### config.mk
export PLATFORM = sky130hd
export DESIGN_NAME = gpio_ctrl
export DESIGN_NICKNAME = d
export VERILOG_FILES = /design/src/rtl/gpio_pkg.sv /design/src/rtl/gpio_in_sync.sv /design/src/rtl/gpio_evt_unit.sv /design/src/rtl/gpio_ctrl.sv
export SDC_FILE = /design/constraint.sdc
export NUM_CORES = 1
export LEC_CHECK = 0
export BUFFER_PORTS_ARGS = -buffer_cell sky130_fd_sc_hd__buf_2
export CAP_MARGIN = 20
export CORE_ASPECT_RATIO = 0.7
export CORE_MARGIN = 3
export CORE_UTILIZATION = 50
export CTS_CLUSTER_DIAMETER = 100
export CTS_CLUSTER_SIZE = 8
export DETAILED_ROUTE_END_ITERATION = 10
export PLACE_DENSITY = 0.7
export RECOVER_POWER = 100
export SKIP_LAST_GASP = 1
export SYNTH_ARGS = -nofsm -noshare
export SYNTH_HDL_FRONTEND = slang
export SYNTH_SLANG_ARGS = --single-unit
### constraint.sdc
create_clock -name clk -period 2.5 [get_ports clk]
set_input_delay 0.5 -clock clk [delete_from_list [all_inputs] [get_ports clk]]
set_output_delay 0.5 -clock clk [all_outputs]
set_load 0.02 [all_outputs]
### src/rtl/gpio_pkg.sv
package gpio_pkg;

  // Word index of each register (byte address bits [4:2])
  typedef enum logic [2:0] {
    IDX_DIR = 3'd0,
    IDX_ODR = 3'd1,
    IDX_DAT = 3'd2,
    IDX_EVT = 3'd3,
    IDX_MSK = 3'd4,
    IDX_CTL = 3'd5,
    IDX_IBE = 3'd6
  } reg_idx_e;

  // One-bit edge qualifier: falling only, or any change
  function automatic logic edge_hit(input logic prev, input logic cur, input logic fall_only);
    return fall_only ? (prev & ~cur) : (prev ^ cur);
  endfunction

endpackage

### src/rtl/gpio_in_sync.sv
module gpio_in_sync #(
  parameter int unsigned WIDTH  = 32,
  parameter int unsigned STAGES = 2
) (
  input  logic             clk,
  input  logic             rst_n,
  input  logic [WIDTH-1:0] d,
  output logic [WIDTH-1:0] q
);

  logic [WIDTH-1:0] stage_q [STAGES];

  always_ff @(posedge clk or negedge rst_n) begin
    if (!rst_n) begin
      for (int i = 0; i < STAGES; i++) stage_q[i] <= '0;
    end else begin
      stage_q[0] <= d;
      for (int i = 1; i < STAGES; i++) stage_q[i] <= stage_q[i-1];
    end
  end

  assign q = stage_q[STAGES-1];

endmodule

### src/rtl/gpio_evt_unit.sv
module gpio_evt_unit #(
  parameter int unsigned WIDTH = 32
) (
  input  logic             clk,
  input  logic             rst_n,
  input  logic [WIDTH-1:0] samp,
  input  logic [WIDTH-1:0] fall_only,
  input  logic [WIDTH-1:0] clr,
  output logic [WIDTH-1:0] evt,
  output logic [WIDTH-1:0] edge_vec
);

  logic [WIDTH-1:0] prev_q;
  logic [WIDTH-1:0] evt_q;

  for (genvar g = 0; g < WIDTH; g++) begin : g_edge
    assign edge_vec[g] = gpio_pkg::edge_hit(prev_q[g], samp[g], fall_only[g]);
  end

  // A new edge overrides a clear in the same cycle
  always_ff @(posedge clk or negedge rst_n) begin
    if (!rst_n) begin
      prev_q <= '0;
      evt_q  <= '0;
    end else begin
      prev_q <= samp;
      evt_q  <= (evt_q & ~clr) | edge_vec;
    end
  end

  assign evt = evt_q;

  AST_EDGE_LATCHED: assert property (@(posedge clk) disable iff (!rst_n)
    (edge_vec != '0) |=> ((evt_q & $past(edge_vec)) == $past(edge_vec)));
  AST_W1C_CLEARS: assert property (@(posedge clk) disable iff (!rst_n)
    ((clr & ~edge_vec) != '0) |=> ((evt_q & $past(clr & ~edge_vec)) == '0));
  AST_EVT_STICKY: assert property (@(posedge clk) disable iff (!rst_n)
    (evt_q != '0) |=> (($past(evt_q) & ~$past(clr) & ~evt_q) == '0));
  AST_FALL_ONLY_NO_RISE: assert property (@(posedge clk) disable iff (!rst_n)
    ((fall_only & samp & ~prev_q) != '0) |=>
      ((evt_q & ~$past(evt_q) & $past(fall_only & samp & ~prev_q)) == '0));

endmodule

### src/rtl/gpio_ctrl.sv
module gpio_ctrl #(
  parameter int unsigned NUM_LINES   = 32,
  parameter int unsigned ADDR_W      = 5,
  parameter int unsigned SYNC_STAGES = 2
) (
  input  logic                 clk,
  input  logic                 rst_n,
  input  logic                 reg_we,
  input  logic [ADDR_W-1:0]    reg_addr,
  input  logic [NUM_LINES-1:0] reg_wdata,
  output logic [NUM_LINES-1:0] reg_rdata,
  input  logic [NUM_LINES-1:0] pad_in,
  output logic [NUM_LINES-1:0] pad_out,
  output logic [NUM_LINES-1:0] pad_oe,
  output logic                 irq
);
  import gpio_pkg::*;

  localparam int unsigned IDX_W = ADDR_W - 2;

  // Line n <-> register bit NUM_LINES-1-n
  function automatic logic [NUM_LINES-1:0] mirror(input logic [NUM_LINES-1:0] v);
    logic [NUM_LINES-1:0] r;
    for (int i = 0; i < NUM_LINES; i++) r[i] = v[NUM_LINES-1-i];
    return r;
  endfunction

  logic [IDX_W-1:0]     idx;
  logic                 aligned;
  logic                 wr_sel;
  logic                 wr_dir, wr_odr, wr_dat, wr_evt, wr_msk, wr_ctl, wr_ibe;
  logic [NUM_LINES-1:0] dir_q, odr_q, dat_q, msk_q, ctl_q, ibe_q;
  logic [NUM_LINES-1:0] samp_bits, evt_bits, edge_bits, clr_bits;
  logic [NUM_LINES-1:0] data_view, oe_bits, out_bits;

  assign idx     = reg_addr[ADDR_W-1:2];
  assign aligned = (reg_addr[1:0] == 2'b00);
  assign wr_sel  = reg_we && aligned;
  assign wr_dir  = wr_sel && (idx == IDX_W'(IDX_DIR));
  assign wr_odr  = wr_sel && (idx == IDX_W'(IDX_ODR));
  assign wr_dat  = wr_sel && (idx == IDX_W'(IDX_DAT));
  assign wr_evt  = wr_sel && (idx == IDX_W'(IDX_EVT));
  assign wr_msk  = wr_sel && (idx == IDX_W'(IDX_MSK));
  assign wr_ctl  = wr_sel && (idx == IDX_W'(IDX_CTL));
  assign wr_ibe  = wr_sel && (idx == IDX_W'(IDX_IBE));

  always_ff @(posedge clk or negedge rst_n) begin
    if (!rst_n) begin
      dir_q <= '0;
      odr_q <= '0;
      dat_q <= '0;
      msk_q <= '0;
      ctl_q <= '0;
      ibe_q <= '0;
    end else begin
      if (wr_dir) dir_q <= reg_wdata;
      if (wr_odr) odr_q <= reg_wdata;
      if (wr_dat) dat_q <= reg_wdata;
      if (wr_msk) msk_q <= reg_wdata;
      if (wr_ctl) ctl_q <= reg_wdata;
      if (wr_ibe) ibe_q <= reg_wdata;
    end
  end

  gpio_in_sync #(.WIDTH(NUM_LINES), .STAGES(SYNC_STAGES)) u_sync (
    .clk   (clk),
    .rst_n (rst_n),
    .d     (mirror(pad_in)),
    .q     (samp_bits)
  );

  assign clr_bits = wr_evt ? reg_wdata : '0;

  gpio_evt_unit #(.WIDTH(NUM_LINES)) u_evt (
    .clk       (clk),
    .rst_n     (rst_n),
    .samp      (samp_bits),
    .fall_only (ctl_q),
    .clr       (clr_bits),
    .evt       (evt_bits),
    .edge_vec  (edge_bits)
  );

  assign data_view = (dat_q & dir_q) | (samp_bits & ibe_q & ~dir_q);
  assign oe_bits   = dir_q & ~(odr_q & dat_q);
  assign out_bits  = dat_q & ~odr_q;
  assign pad_oe    = mirror(oe_bits);
  assign pad_out   = mirror(out_bits);
  assign irq       = |(evt_bits & msk_q);

  always_comb begin
    reg_rdata = '0;
    if (aligned) begin
      case (idx)
        IDX_W'(IDX_DIR): reg_rdata = dir_q;
        IDX_W'(IDX_ODR): reg_rdata = odr_q;
        IDX_W'(IDX_DAT): reg_rdata = data_view;
        IDX_W'(IDX_EVT): reg_rdata = evt_bits;
        IDX_W'(IDX_MSK): reg_rdata = msk_q;
        IDX_W'(IDX_CTL): reg_rdata = ctl_q;
        IDX_W'(IDX_IBE): reg_rdata = ibe_q;
        default:         reg_rdata = '0;
      endcase
    end
  end

  AST_IRQ_NEEDS_MASK: assert property (@(posedge clk) disable iff (!rst_n)
    irq |-> (msk_q != '0));
  AST_MASK_ZERO_BLOCKS: assert property (@(posedge clk) disable iff (!rst_n)
    (wr_msk && (reg_wdata == '0)) |=> !irq);
  AST_ACK_ALL: assert property (@(posedge clk) disable iff (!rst_n)
    (wr_evt && (reg_wdata == '1)) |=> (evt_bits == $past(edge_bits)));
  AST_INPUT_UNDRIVEN: assert property (@(posedge clk) disable iff (!rst_n)
    (pad_oe & ~mirror(dir_q)) == '0);

endmodule

# After elaboration in Yosys (flattened, before gate mapping)
# Index checks and enable logic that the tools add are counted.
[word_totals]
reg_bits = 320
latch_bits = 0
mem_bits_rw = 0
romBits = 0
inputBits = 72
word_cells = 172
mem_count = 0
[classes]
n_addsub = 0
mul = 0
div_mod_pow = 0
order_cmp = 0
n_eq_ne = 6
shift = 0
n_mux = 35
n_bitwise = 110
n_reduce_logical = 11
[ops]
columns = ["operator", "count"]
rows = [
  ["32-bit bitwise AND", 8],
  ["32-bit case mux with 7 select lines", 1],
  ["32-bit inverter", 4],
  ["32-bit 2-to-1 mux", 2],
  ["32-bit bitwise OR", 2],
  ["1-bit bitwise AND", 32],
  ["1-bit 2-to-1 mux", 32],
  ["1-bit inverter", 32],
  ["32-bit OR reduction", 1],
  ["1-bit bitwise XOR", 32],
  ["3-bit equality test, second input constant", 3],
  ["1-bit logical AND", 8],
  ["3-bit by 2-bit equality test with 1-bit output, second input constant", 2],
  ["3-bit by 1-bit equality test with 1-bit output, second input constant", 1],
  ["3-bit zero test", 1],
  ["2-bit zero test", 1],
]

# Depth between registers and ports, before layout
[logic_depth]
ltp_word = 7
ltp_mapped = 7

# Cells and area by module
# A second synthesis with hierarchy kept.
[hier_totals]
cells_unflattened = 1288
hier_area_um2 = 15050.7
[modules_own_cells]
columns = ["module", "instances", "cells_each", "area_per_inst_um2"]
rows = [
  ["gpio_ctrl", 1, 935, 10387.5],
  ["gpio_evt_unit", 1, 257, 2821.5],
  ["gpio_in_sync", 1, 96, 1841.8],
]

# Least setup slack after synthesis
# OpenSTA, ideal clock, no wires.
[synth_path]
kind = "input-to-output"
start = "input port reg_addr[2]"
end = "output port reg_rdata[10]"
arrival_ps = 1859
path_slack_ps = 141
stages = 7
n_path_buf = 3
cell_sequence = "buf_2 > clkbuf_1 > buf_2 > mux2i_1 > o21ai_0 > nand2_1 > a21oi_1"
[synth_via]
elab_chain_len = 3
elab_cells_between_ends = 9
[synth_rtl]
columns = ["element", "line_no", "source"]
rows = [
  ["from (decl)", "gpio_ctrl.sv:9", "input logic [ADDR_W-1:0] reg_addr,"],
  ["3-bit equality test, or another cell as far along", "gpio_ctrl.sv:94", "case (idx)"],
  ["32-bit case mux with 7 select lines (*)", "gpio_ctrl.sv:94", ""],
  ["32-bit 2-to-1 mux (*)", "gpio_ctrl.sv:93", "if (aligned) begin"],
  ["to (decl)", "gpio_ctrl.sv:11", "output logic [NUM_LINES-1:0] reg_rdata,"],
]
# Every way passes the cells marked *; elsewhere a longest branch is shown, timed or not.

# Worst setup path in the final report
[layout_path]
start = "register msk_q[24]"
end = "output port irq"
[layout_via]
elab_chain_len = 2
[layout_rtl]
columns = ["element", "line_no", "source"]
rows = [
  ["from (decl)", "gpio_ctrl.sv:32", "logic [NUM_LINES-1:0] dir_q, odr_q, dat_q, msk_q, ctl_q, ibe_q;"],
  ["from (signal assigned)", "gpio_ctrl.sv:59", "if (wr_msk) msk_q <= reg_wdata;"],
  ["32-bit bitwise AND", "gpio_ctrl.sv:89", "assign irq = |(evt_bits & msk_q);"],
  ["32-bit OR reduction", "gpio_ctrl.sv:89", ""],
  ["to (decl)", "gpio_ctrl.sv:15", "output logic irq"],
]
# Every way passes these cells.

==> reports/metrics.cfg <==
[status]
status = finished, violations left
violations = negative setup slack

[die]
die_area_um2 = 30750
coreArea_um2 = 28010
dieWidth_um = 208.3
io_pins = 169
die_h_um = 147.6
row_count = 51
initial_core_util = 0.5114

[grt]
antenna_found_initial = 1
grt_max_degree = 78
grt_overflow = 0
grt_use_total = 0.2533
grt_pass1_vias = 10630
grt_pass1_wl_mm = 61.11

[power_and_ir_drop]
clkPwrFrac = 0.377
p_int_mw = 10.17
ir_drop_v = 0.0005162
power_density_nw_per_um2 = 836.3
power.share.sequential = 0.465
p_switching_mw = 3.995
leakage_nw = 7.883
switching_share = 0.2821
pwr-share-comb = 0.158

[route]
via_per_inst = 5.860
route.detailed.drc = 0
wire_per_inst_um = 22.17
drt-initial-drc-count = 981
wl_mm = 39.19
firstDrtPassIters = 6
routed-via-count = 10360
ant_nets = 0

[worst_setup_path]
startpoint_type = register
slowest_stage = or4_4
rr_worst_depth = 4
r2r_end = u_evt.evt[20]
reg2reg_from = u_sync.q[20]
arrival_ns = 2.08
path_class = reg2out
cpPeakStageDelay_ns = 0.57
cp-end-kind = output pin
cp_data_required_time_ns = 2.00
r2r_slack_ns = 1.32
worstPathMaxFanout = 3
crit_chain = a22oi_2, nand4_1, or4_4, buf_6

[clocking]
clk_path_buf_depth = 3
htreeDepth = 2
numClockSinks = 320
root_buffer = clkbuf_16
insertion_delay_ns = 0.53
cts_buffers = 45
cts_tree = built
clk_pin_slew_ns = 0.05

[timing]
tightest_slew_ns = 1.419
timing.final.crit_period_ns = 2.575
finalSetupViolCount = 1
finalHoldViolCount = 0
relSlewSlack = 0.05410
drv_slew = 0
max_clock_freq_ghz = 0.3883
rsz0062_at_grt = yes
post-route-period-util = 1.030
fin_skew_ns = 0.008231
fin_setup_tns_ns = -0.07501
worst_slack_ns = -0.07501

[cells_and_area]
finalNonFillerCells = 1768
fin_nets = 1500
antenna_cells = 0
final_common_cell = dfrtp_1
final_util = 0.6045
final_cell_mix = 320 x dfrtp_1, 155 x mux2_2, 99 x nand2_1
areaGrowthSynthToFinish_pct = 18.20
postLayoutCellArea_um2 = 16930
drive_above_1_share = 0.2620

[synth]
synth_area_per_cell_um2 = 12.05
synth_ff_type = dfrtp_1
synth_edf_count = 0
synth_area_um2 = 14330
ys_seq_area_frac = 0.5590
ys_warn_count = 0
synth_seq_cells = 320
async_reset_ff_frac = 1.000
syn-num-nets = 1293
ys_types = 34
synth_cells = 1189

[place]
place_hpwl_mm = 26.03
dpl.cell_count = 1714
placed_area_um2 = 15980
pre_cts_ws_ns = 0.1165
gp_congestion = 0.8163
numPortBuffers = 168

[flow_run]
maxCapViolations = 0

[hold_path]
whs_path_depth = 1
hp-start = pad_in[13]
min_path_type = in2reg
holdPathEnd = u_sync.stage_q[50]

through the flow:
stage | hold WS [ns] | total power, mW
detailed placement | 0.3347 | 8.972
floorplan | 0.2044 | 7.956
global placement | 0.3325 | 8.891
finish | 0.06986 | 14.16
global route | 0.05034 | 14.82
CTS | 0.05417 | 14.38
worst max-delay path: cells and delay by family, from the launching register on:
kind,cells,cell delay (ns)
AND/OR/NAND/NOR,2,0.71
flip-flops,1,0.45
AO/OA/AOI/OAI,1,0.23
buffers and inverters,1,0.16
metal layers:
metal  track usage  part of all wire  up-vias
li1              -                 -     4685
met1        0.3763              0.47     5192
met2        0.3759              0.43      399
met3       0.05431             0.070       83
met4       0.07814             0.027        2
met5             0           0.00033        -
cells in the mapped netlist, drive strengths merged (2+ instances only):
| cell | instances | share of area |
|---|---|---|
| nand3b | 2 | 0.0010 |
| a221o | 32 | 0.022 |
| o21ai | 64 | 0.022 |
| dfrtp | 320 | 0.56 |
| nand2 | 99 | 0.026 |
| mux2 | 192 | 0.16 |
| inv | 66 | 0.017 |
| buf | 27 | 0.010 |
| and3 | 2 | 0.00087 |
| nor3 | 3 | 0.0021 |
| a222oi | 31 | 0.022 |
| nand4 | 4 | 0.0017 |
| nor2 | 34 | 0.0089 |
| a221oi | 2 | 0.0012 |
| clkbuf | 35 | 0.0092 |
| a21boi | 32 | 0.017 |
| nor2b | 32 | 0.014 |
| a22oi | 16 | 0.0084 |
| or4 | 2 | 0.0010 |
| ha | 32 | 0.028 |
| a21oi | 94 | 0.033 |
| mux2i | 32 | 0.022 |
| nand3 | 31 | 0.011 |
worst max-delay path by stage:
stage / slack [ns] / end / cells past startpoint / from
detailed placement: 0.12 / reg_rdata[2] / 7 / reg_addr[3]
finish: -0.08 / irq / 4 / msk_q[24]
floorplan: 0.14 / reg_rdata[10] / 7 / reg_addr[2]
global route: -0.15 / irq / 5 / u_evt.evt[29]
global placement: 0.14 / odr_q[15] / 5 / reg_addr[1]
CTS: -0.10 / irq / 5 / u_evt.evt[29]
cell families after synthesis:
| group | after synthesis | share of synthesized area |
|---|---|---|
| compound gates | 272 | 0.1260 |
| simple gates | 213 | 0.06900 |
| buf+inv | 128 | 0.03694 |
| mux | 224 | 0.1811 |
| fa+ha+maj | 32 | 0.02795 |
| flops | 320 | 0.5590 |
timing repair:
item	in CTS	in global routing
buffers inserted	3	0
resized for setup	9	8
hold buffers	1	0
endpoints found under the setup margin	1	7
cloned	0	2
endpoints found under the hold margin	46	0
pin swaps	3	5
layout make-up:
| class | instances | area, um2 |
|---|---|---|
| clock buffer | 47 | 1176 |
| clock inverter | 1 | 8.758 |
| fill | 2291 | 11080 |
| inverter | 66 | 247.7 |
| multi-input combinational | 741 | 5731 |
| sequential | 320 | 8008 |
| tap | 371 | 464.2 |
| timing repair buffer | 222 | 1299 |
flip-flops by register name, summed over array words and instances (netlist names):
signal	cells
ctl_q	32
dat_q	32
dir_q	32
ibe_q	32
msk_q	32
odr_q	32
u_evt.evt	32
u_evt.prev_q	32
u_sync.q	32
u_sync.stage_q	32
power groups by stage:
stage          logic (mW)  registers, mW  clock network [mW]
6_report             2.24           6.59                5.34
3_5_place_dp         2.34           6.63                   0
2_1_floorplan        1.56           6.39                   0
3_3_place_gp         2.29           6.61                   0
4_1_cts              2.37           6.57                5.44
5_1_grt              2.46           6.69                5.67
Note: power is estimated with default switching activity, not from simulation.
